$ cat src/rtl/swk_pkg.sv
`timescale 1ns/1ps
package swk_pkg;
    typedef enum logic [1:0] {
        ST_RUN    = 2'd0,
        ST_STBY   = 2'd1,
        ST_SETTLE = 2'd2,
        ST_AWAKE  = 2'd3
    } swk_state_e;

    localparam logic [2:0] SRC_NONE  = 3'd0;
    localparam logic [2:0] SRC_NMI   = 3'd1;
    localparam logic [2:0] SRC_LVL   = 3'd2;
    localparam logic [2:0] SRC_EXT   = 3'd3;
    localparam logic [2:0] SRC_PORT  = 3'd4;
    localparam logic [2:0] SRC_PERIPH = 3'd5;
endpackage

$ cat src/rtl/swk_wake_detect.sv
`timescale 1ns/1ps
module swk_wake_detect
    import swk_pkg::*;
#(
    parameter int N_IRQ    = 6,
    parameter int N_PORT   = 2,
    parameter int N_PER    = 8,
    parameter int LVL_W    = 4,
    parameter int ITMR_IDX = 0
) (
    input  logic              nmi,
    input  logic [N_IRQ-1:0]  irq,
    input  logic [LVL_W-1:0]  irl_lvl,
    input  logic [LVL_W-1:0]  mask_lvl,
    input  logic [N_PORT-1:0] port_int,
    input  logic [N_PER-1:0]  periph_int,
    output logic              wake,
    output logic [2:0]        code
);
    localparam logic [N_PER-1:0] PER_KEEP = ~(N_PER'(1) << ITMR_IDX);

    logic lvl_hit;
    logic per_hit;

    always_comb begin
        lvl_hit = (irl_lvl > mask_lvl);
        per_hit = |(periph_int & PER_KEEP);
        if (nmi)                 code = SRC_NMI;
        else if (lvl_hit)        code = SRC_LVL;
        else if (|irq)           code = SRC_EXT;
        else if (|port_int)      code = SRC_PORT;
        else if (per_hit)        code = SRC_PERIPH;
        else                     code = SRC_NONE;
        wake = (code != SRC_NONE);
    end
endmodule

$ cat src/rtl/swk_prescale.sv
`timescale 1ns/1ps
module swk_prescale #(
    parameter int SEL_W = 3
) (
    input  logic             clk,
    input  logic             rst_n,
    input  logic             run,
    input  logic [SEL_W-1:0] sel,
    output logic             tick
);
    localparam int PRE_W = (1 << SEL_W) - 1;

    logic [PRE_W-1:0] pre_d, pre_q;
    logic [PRE_W-1:0] lim;

    always_comb begin
        for (int i = 0; i < PRE_W; i++) begin
            lim[i] = (i < int'(sel));
        end
        tick  = run && (pre_q == lim);
        pre_d = pre_q;
        if (!run)      pre_d = '0;
        else if (tick) pre_d = '0;
        else           pre_d = pre_q + 1'b1;
    end

    always_ff @(posedge clk or negedge rst_n) begin
        if (!rst_n) pre_q <= '0;
        else        pre_q <= pre_d;
    end
endmodule

$ cat src/rtl/standby_wake_ctrl.sv
`timescale 1ns/1ps
module standby_wake_ctrl
    import swk_pkg::*;
#(
    parameter int N_IRQ    = 6,
    parameter int N_PORT   = 2,
    parameter int N_PER    = 8,
    parameter int LVL_W    = 4,
    parameter int ITMR_IDX = 0,
    parameter int CNT_W    = 8,
    parameter int SEL_W    = 3
) (
    input  logic              clk,
    input  logic              rst_n,
    input  logic              cfg_we,
    input  logic              cfg_addr,
    input  logic [SEL_W-1:0]  cfg_wdata,
    input  logic              sleep_req,
    input  logic              nmi,
    input  logic [N_IRQ-1:0]  irq,
    input  logic [LVL_W-1:0]  irl_lvl,
    input  logic [LVL_W-1:0]  mask_lvl,
    input  logic [N_PORT-1:0] port_int,
    input  logic [N_PER-1:0]  periph_int,
    output logic              clk_en,
    output logic [1:0]        status,
    output logic              int_take,
    output logic [2:0]        src_code
);
    localparam logic [CNT_W-1:0] CNT_TOP  = '1;
    localparam logic [CNT_W-1:0] RET_LAST = (CNT_W'(1) << (CNT_W - 1)) - 1'b1;

    typedef struct packed {
        swk_state_e       st;
        logic             stby;
        logic [SEL_W-1:0] sel;
        logic [CNT_W-1:0] cnt;
        logic [2:0]       code;
        logic             take;
    } swk_regs_t;

    swk_regs_t r_d, r_q;

    logic       wake;
    logic [2:0] wake_code;
    logic       tick;
    logic       cnt_run;

    swk_wake_detect #(
        .N_IRQ(N_IRQ), .N_PORT(N_PORT), .N_PER(N_PER),
        .LVL_W(LVL_W), .ITMR_IDX(ITMR_IDX)
    ) u_detect (
        .nmi(nmi), .irq(irq), .irl_lvl(irl_lvl), .mask_lvl(mask_lvl),
        .port_int(port_int), .periph_int(periph_int),
        .wake(wake), .code(wake_code)
    );

    assign cnt_run = (r_q.st == ST_SETTLE) || (r_q.st == ST_AWAKE);

    swk_prescale #(.SEL_W(SEL_W)) u_pre (
        .clk(clk), .rst_n(rst_n), .run(cnt_run), .sel(r_q.sel), .tick(tick)
    );

    always_comb begin
        r_d      = r_q;
        r_d.take = 1'b0;
        if (cfg_we) begin
            if (cfg_addr == 1'b0) r_d.stby = cfg_wdata[0];
            else                  r_d.sel  = cfg_wdata;
        end
        unique case (r_q.st)
            ST_RUN: begin
                if (sleep_req && r_q.stby) begin
                    r_d.st  = ST_STBY;
                    r_d.cnt = '0;
                end
            end
            ST_STBY: begin
                if (wake) begin
                    r_d.st   = ST_SETTLE;
                    r_d.cnt  = '0;
                    r_d.code = wake_code;
                end
            end
            ST_SETTLE: begin
                if (tick) begin
                    if (r_q.cnt == CNT_TOP) begin
                        r_d.cnt  = '0;
                        r_d.st   = ST_AWAKE;
                        r_d.take = 1'b1;
                    end else begin
                        r_d.cnt = r_q.cnt + 1'b1;
                    end
                end
            end
            ST_AWAKE: begin
                if (!r_d.stby) begin
                    r_d.st = ST_RUN;
                end else if (tick) begin
                    if (r_q.cnt == RET_LAST) begin
                        r_d.st  = ST_STBY;
                        r_d.cnt = '0;
                    end else begin
                        r_d.cnt = r_q.cnt + 1'b1;
                    end
                end
            end
            default: r_d.st = ST_RUN;
        endcase
    end

    always_ff @(posedge clk or negedge rst_n) begin
        if (!rst_n) begin
            r_q.st   <= ST_RUN;
            r_q.stby <= 1'b0;
            r_q.sel  <= '0;
            r_q.cnt  <= '0;
            r_q.code <= SRC_NONE;
            r_q.take <= 1'b0;
        end else begin
            r_q <= r_d;
        end
    end

    assign clk_en   = (r_q.st == ST_RUN) || (r_q.st == ST_AWAKE);
    assign status   = clk_en ? 2'b00 : 2'b11;
    assign int_take = r_q.take;
    assign src_code = r_q.code;
endmodule

$ cat config.mk
export PLATFORM = sky130hd
export DESIGN_NAME = standby_wake_ctrl
export DESIGN_NICKNAME = d
export VERILOG_FILES = /design/src/rtl/swk_pkg.sv /design/src/rtl/swk_wake_detect.sv /design/src/rtl/swk_prescale.sv /design/src/rtl/standby_wake_ctrl.sv
export SDC_FILE = /design/constraint.sdc
export NUM_CORES = 1
export LEC_CHECK = 0
export ABC_AREA = 1
export BUFFER_PORTS_ARGS = -buffer_cell sky130_fd_sc_hd__buf_2
export CORE_MARGIN = 3
export CORE_UTILIZATION = 54
export CTS_CLUSTER_DIAMETER = 50
export DETAILED_ROUTE_END_ITERATION = 16
export PLACE_DENSITY = 0.8
export SETUP_SLACK_MARGIN = 0.15
export SYNTH_ARGS = -nofsm -noshare
export SYNTH_HDL_FRONTEND = slang
export SYNTH_SLANG_ARGS = --single-unit
$ cat constraint.sdc
create_clock -name clk -period 2.2 [get_ports clk]
set_clock_uncertainty 0.15 [all_clocks]
set_input_delay 0.22 -clock clk [delete_from_list [all_inputs] [get_ports clk]]
set_output_delay 0.22 -clock clk [all_outputs]
set_load 0.02 [all_outputs]
# After elaboration in Yosys (flattened, before gate mapping)
# Index checks and enable logic that the tools add are counted.
# word_totals
reg_bits	25
latchBits	0
ramBits	0
mem_bits_ro	0
out_inout_bits	7
n_memories	0
# op_classes
add_sub_neg	2
multipliers	0
div	0
magnitude_cmp	8
n_eq_ne	14
shifts	0
n_mux	30
bitwise	0
reduce_logical	13
# op_table
operator	n
$mux W8	6
$pmux W8 S4	1
$mux W3	6
$mux W2	8
$mux W7	2
$mux W11	1
$lt A3 B3 Y1 const A	3
$add A8 B1 Y8 const B	1
$eq A8 B7 Y1 const B	1
$eq A8 B8 Y1 const B	1
$ne A2 B2 Y1 const B	4
$pmux W2 S4	1
$add A7 B1 Y7 const B	1
$eq A7 B7 Y1	1
$reduce_or A7 Y1	1
$lt A1 B3 Y1 const A	2
$lt A2 B3 Y1 const A	2
$reduce_and A6 Y1	1
$reduce_or A6 Y1	1
$reduce_and A5 Y1	1
$eq A2 B2 Y1 const B	2
$gt A4 B4 Y1	1
$mux W1	4
$mux W4	1
other kinds (10)	14

# Longest topological paths before layout
# depth
word_depth	9
depth_mapped	15
depth_no_buf	15

# Modules after synthesis
# From an unflattened synthesis, not the netlist that was laid out.
# unflattened
cells_unflattened	264
hier_area_um2	1894.3
# by_module_without_submodules
module	n_inst	cells_each	area_per_inst_um2	seq_area_each_um2
standby_wake_ctrl	1	145	1154.9	450.4
swk_prescale	1	76	519.2	175.2
swk_wake_detect	1	43	220.2	0.0

# Least setup slack after synthesis
# No wires, ideal clock.
# synth_path
kind	register to register
startpoint	register, netlist name r_q[14]
endpoint	register r_q[9] in the netlist's numbering
arrival_time_ps	1488
t_required_ps	1932
slack_ps	444
stages_incl_launch_ff	13
cell_sequence	dfrtp_1 buf_6 inv_1 nand2_1 nand2_1 nand3_1 nor2_4 nand2_2 a21oi_4 nand3_4 buf_6 nand2_2 o21ai_2
# synth_via
elab_chain_len	5
word_cells_on_any_way	12
# synth_rtl
element	line	source
$lt A1 B3 Y1 (tied with other cells)	swk_prescale.sv:18	lim[i] = (i < int'(sel));
$eq A7 B7 Y1 (*)	swk_prescale.sv:20	tick = run && (pre_q == lim);
$logic_and A1 B1 Y1 (*)	swk_prescale.sv:20	
$ne A2 B2 Y1 (no line)	n/a	
$reduce_and A5 Y1 (no line) (*)	n/a	
end signal: assignment	standby_wake_ctrl.sv:121	r_q <= r_d;
end: declaration	standby_wake_ctrl.sv:42	swk_regs_t r_d, r_q;
# Mark *: on every way between the ends. The rest lies on a longest branch, timed or not.
# A chain may end at the register's enable or synchronous reset.

# Worst setup path in the final report
# layout_path
startpoint	register, netlist name r_q[14]
endpoint	register r_q[10] in the netlist's numbering
# layout_via
elab_chain_len	5
word_cells_on_any_way	12
# layout_rtl
element	line
$lt A1 B3 Y1 (tied with other cells)	swk_prescale.sv:18
$eq A7 B7 Y1 (*)	swk_prescale.sv:20
$logic_and A1 B1 Y1 (*)	swk_prescale.sv:20
$ne A2 B2 Y1 (no line)	n/a
$reduce_and A5 Y1 (no line) (*)	n/a
# Marks and branches as above.

==> results <==
- The launching element type of the critical path is a register.
- The detailed router used layers up to and including met4.
- The number of I/O port buffers is 38.
- The total power is 1.78 mW.
- The post-detailed-route DRC marker count is 0.
- The library cell used most frequently in the layout, excluding fill and tap cells, is sky130_fd_sc_hd__nand2_1.
- The total overflow left after global routing is 0.
- By area, the combinational part of the netlist is dominated by simple AND/OR/NAND/NOR gates.
- The xor/xnor cell area share of the yosys netlist is 2.45%.
- For this block, the initial DRC count from the detailed router was 50.
- Setup repair after global routing could not meet its margin everywhere.
- The maximum clock path buffer count is 2.
- The number of setup violations in the final report is 0.
- The wire length per cell is 11.3 um.
- The synthesized flop and latch total is 25.
- The final number of max-transition violations is 0.
- The number of antenna cells inserted is 0.
- The normalized max-slew margin is 62.5%.
- Fill cells in the final layout number 284.
- The share of the Yosys chip area taken by registers is 35.0%.
- The post-route worst setup slack is 0.285 ns.
- The worst path required time is 2.29 ns.
- Using the TritonRoute via totals, the vias-per-cell ratio works out to 4.91.
- CTS built an H-tree with a depth of 1.
- The maximum fanout encountered on the critical timing path is 8.
- The overall routed net length is 3.70 mm.
- The TritonCTS clock tree is yes.
- The estimated wirelength of the detail-placed design is 2.66 mm.
- The library cells used most frequently in the layout, excluding fill and tap cells, are sky130_fd_sc_hd__nand2_1, sky130_fd_sc_hd__buf_2, sky130_fd_sc_hd__inv_1.
- Across all hold checks on the routed design, the worst slack comes to 0.0121 ns.
- The starting density of the core is 57.5%.
- The tree built by TritonCTS fans out to 25 sinks.
- The routed length on met2 is 1.94 mm.
- Max-cap violations in this run came to 0.
- The number of nets handed over by synthesis was 287.
- The first global-routing pass estimated 6.18 mm of wire.
- After detailed routing, the met3 layer carries 115 um of wire.
- The site row count is 20.
- The initial antenna violation count is 0.
- The final layout contains 329 nets.
- Summing every instance area after synthesis gives 0.00179 mm2.
- The routed metal-1 wirelength is 1.62 mm.
- In this run the power density over the cells is 857 mW/mm2.
- The peak supply drop is 432 uV.
- Timing would allow up to 522 MHz.
- Synthesis handed over a netlist of 243 instances.
- The I/O pin count is 40.
- The region available for standard cell placement spans 0.00310 mm2.
- For this run, the total global-route usage over all layers was measured as 18.8%.
- The portion of netlist area occupied by mux cells is 0.631%.
- Before CTS, the worst setup slack after placement is 0.246 ns.
- Summed over all failing endpoints, the final setup total negative slack is 0 ns.
- Of the total synthesized cell area, the portion taken by AND, OR, NAND and NOR gates is 33.6%.
- The analysis attributes to cell leakage a power of 1.06 nW.
- Summing over every cut layer, the via total after detailed routing is 1612.
- The largest net degree at the start of global routing is 26.
- The count of placed standard cells including taps is 319.
- For this run, the number of Yosys warnings is 0.
- The post-route netlist has 24.6% of its cells at a drive strength greater than 1.
- The number of hold violations in the final report is 0.
- In this run the clock root is driven by a sky130_fd_sc_hd__clkbuf_4.
- In this run the worst hold path is classified as in -> reg.
- The later pin in the worst-skew pair is clocked with a latency of 0.33 ns.
- Clock-pin slew was measured on the worst setup and hold paths at 0.15 ns.
- The number of clock buffers added by TritonCTS is 3.
- The die is 63.5 um tall.
- The area growth from synthesis to final layout is 16.5%.
- The fraction of the mapped netlist area in compound gates is 10.1%.
- The flow ran to the end, and the final reports show no timing, DRC or antenna violations.
- The critical path endpoint category is a register.
- The routed design could run at a clock period as short as 1.92 ns.
- The worst setup path is of the reg -> reg kind.
- The die area is 0.00403 mm2.
- The synthesized netlist contains 27 unique library cells.
- The post-synthesis average cell area is 7.35 um2.
- The congestion estimate from routability-driven global placement came to 0.778.
- The detail route stage leaves a number of antenna-violating nets equal to 0.
- In the finished design, the share of the clock period the worst path needs comes to 87.1%.
- The data arrival time of the worst path is 2.00 ns.
- The pre-antenna-repair detailed-routing pass consisted of 4 iterations.
- After the flow finishes, the layout carries non-filler instances totaling 328.
- The via count of the first global-routing pass is 1578.
- In this run the horizontal extent of the chip is 63.5 um.
- Summing the areas of all fa, ha and maj instances in the mapped netlist gives 7.71% of the synthesized area.
- For the pin with the worst max-slew slack, the measured transition is 0.562 ns.
==> synth_stat cells <==
cell	number	share of area, %
sky130_fd_sc_hd__nor3b_1	1	0.42
sky130_fd_sc_hd__a21oi_4	1	0.91
sky130_fd_sc_hd__ha_1	11	7.7
sky130_fd_sc_hd__buf_6	2	1.3
sky130_fd_sc_hd__nor2_4	1	0.63
sky130_fd_sc_hd__dfrtp_1	25	35
sky130_fd_sc_hd__or2_2	1	0.35
sky130_fd_sc_hd__o21bai_1	1	0.42
sky130_fd_sc_hd__xnor2_1	1	0.49
sky130_fd_sc_hd__nor2_1	25	5.3
sky130_fd_sc_hd__buf_4	5	2.1
sky130_fd_sc_hd__nand3_4	1	0.98
sky130_fd_sc_hd__a21oi_1	5	1.4
sky130_fd_sc_hd__nand4_1	4	1.4
sky130_fd_sc_hd__mux2_2	1	0.63
sky130_fd_sc_hd__nor2_2	2	0.70
sky130_fd_sc_hd__nand3_2	2	1.1
sky130_fd_sc_hd__nand3b_1	2	0.84
sky130_fd_sc_hd__nand3_1	16	4.5
sky130_fd_sc_hd__inv_1	34	7.1
sky130_fd_sc_hd__xor2_1	4	2.0
sky130_fd_sc_hd__nand2_1	72	15
sky130_fd_sc_hd__nand2_2	4	1.4
sky130_fd_sc_hd__nor3_1	3	0.84
sky130_fd_sc_hd__o21ai_2	9	4.4
sky130_fd_sc_hd__o21ai_0	9	2.5
sky130_fd_sc_hd__o211ai_1	1	0.42
==> sequential cells by signal, indices dropped and copies added (netlist names) <==
register,count
u_pre.pre_q,7
int_take,1
r_q,14
src_code,3
==> cell families (layout without fill, tap and decap cells) <==
logic type | after synthesis | after routing
xor gates and xnor gates | 5 | 5
AOI/OAI and AO/OA | 26 | 26
DFF | 25 | 25
muxes | 1 | 1
buffers and inverters | 41 | 81
and+or+nand+nor | 134 | 135
adders and majority gates | 11 | 11
==> power by group <==
part | total, mW | internal, mW | switching [mW]
Combinational | 0.942 | 0.320 | 0.622
Sequential | 0.625 | 0.541 | 0.0833
Clock | 0.216 | 0.0695 | 0.146
Total | 1.78 | 0.931 | 0.852
==> final timing paths <==
check | start | to | slack, ns | cells after the start
setup / recovery | r_q[14]$_DFFE_PN0P_ | r_q[10]$_DFFE_PN0P_ | 0.28 | 10
hold / removal | cfg_wdata[0] | r_q[12]$_DFFE_PN0P_ | 0.01 | 3
setup reg to reg | r_q[14]$_DFFE_PN0P_ | r_q[10]$_DFFE_PN0P_ | 0.28 | 10
hold reg to reg | src_code[1]$_DFFE_PN0P_ | src_code[1]$_DFFE_PN0P_ | 0.35 | 2
max in group asynchronous | rst_n | r_q[14]$_DFFE_PN0P_ | 1.26 | 2
min in group asynchronous | rst_n | u_pre.pre_q[6]$_DFF_PN0_ | 0.24 | 2
==> critical path, stage by stage, from the launching register on <==
cell,delay (ns)
sky130_fd_sc_hd__dfrtp_2,0.50
sky130_fd_sc_hd__nand2_2,0.13
sky130_fd_sc_hd__nand2_1,0.05
sky130_fd_sc_hd__nand2_1,0.08
sky130_fd_sc_hd__nand3_2,0.10
sky130_fd_sc_hd__nor2_4,0.12
sky130_fd_sc_hd__nand2_2,0.11
sky130_fd_sc_hd__a21oi_4,0.24
sky130_fd_sc_hd__nand3_4,0.19
sky130_fd_sc_hd__nand2_2,0.10
sky130_fd_sc_hd__o21ai_2,0.05
==> stage by stage <==
step	util (%)	area (um2)
CTS	66.0	2050
global route	67.1	2080
detailed placement	63.7	1980
global placement	63.7	1980
finish	67.1	2080
floorplan	-	1790
==> layout make-up <==
class	count	area, um2	share of cell area [%]
well taps	44	55.1	2.65
inverters	34	128	6.13
multi-input cells	178	1000	48.2
clock inverters	1	7.51	0.361
flip-flops and latches	25	628	30.2
clock buffers	3	22.5	1.08
repair buffers	43	238	11.4
==> per-layer routing <==
metal | vias to the layer above | global-route usage [%]
met3 | 2 | 3.74
met1 | 739 | 21.0
met4 | 0 | 5.39
li1 | 849 | -
met2 | 22 | 35.3
met5 | - | 0
==> repair_timing <==
action	CTS	global route
buffers inserted	0	0
endpoints found under the hold margin	28	0
hold buffers	4	0
endpoints found under the setup margin	0	8
gates resized for setup	0	7
Note: power is estimated with default switching activity, not from simulation.
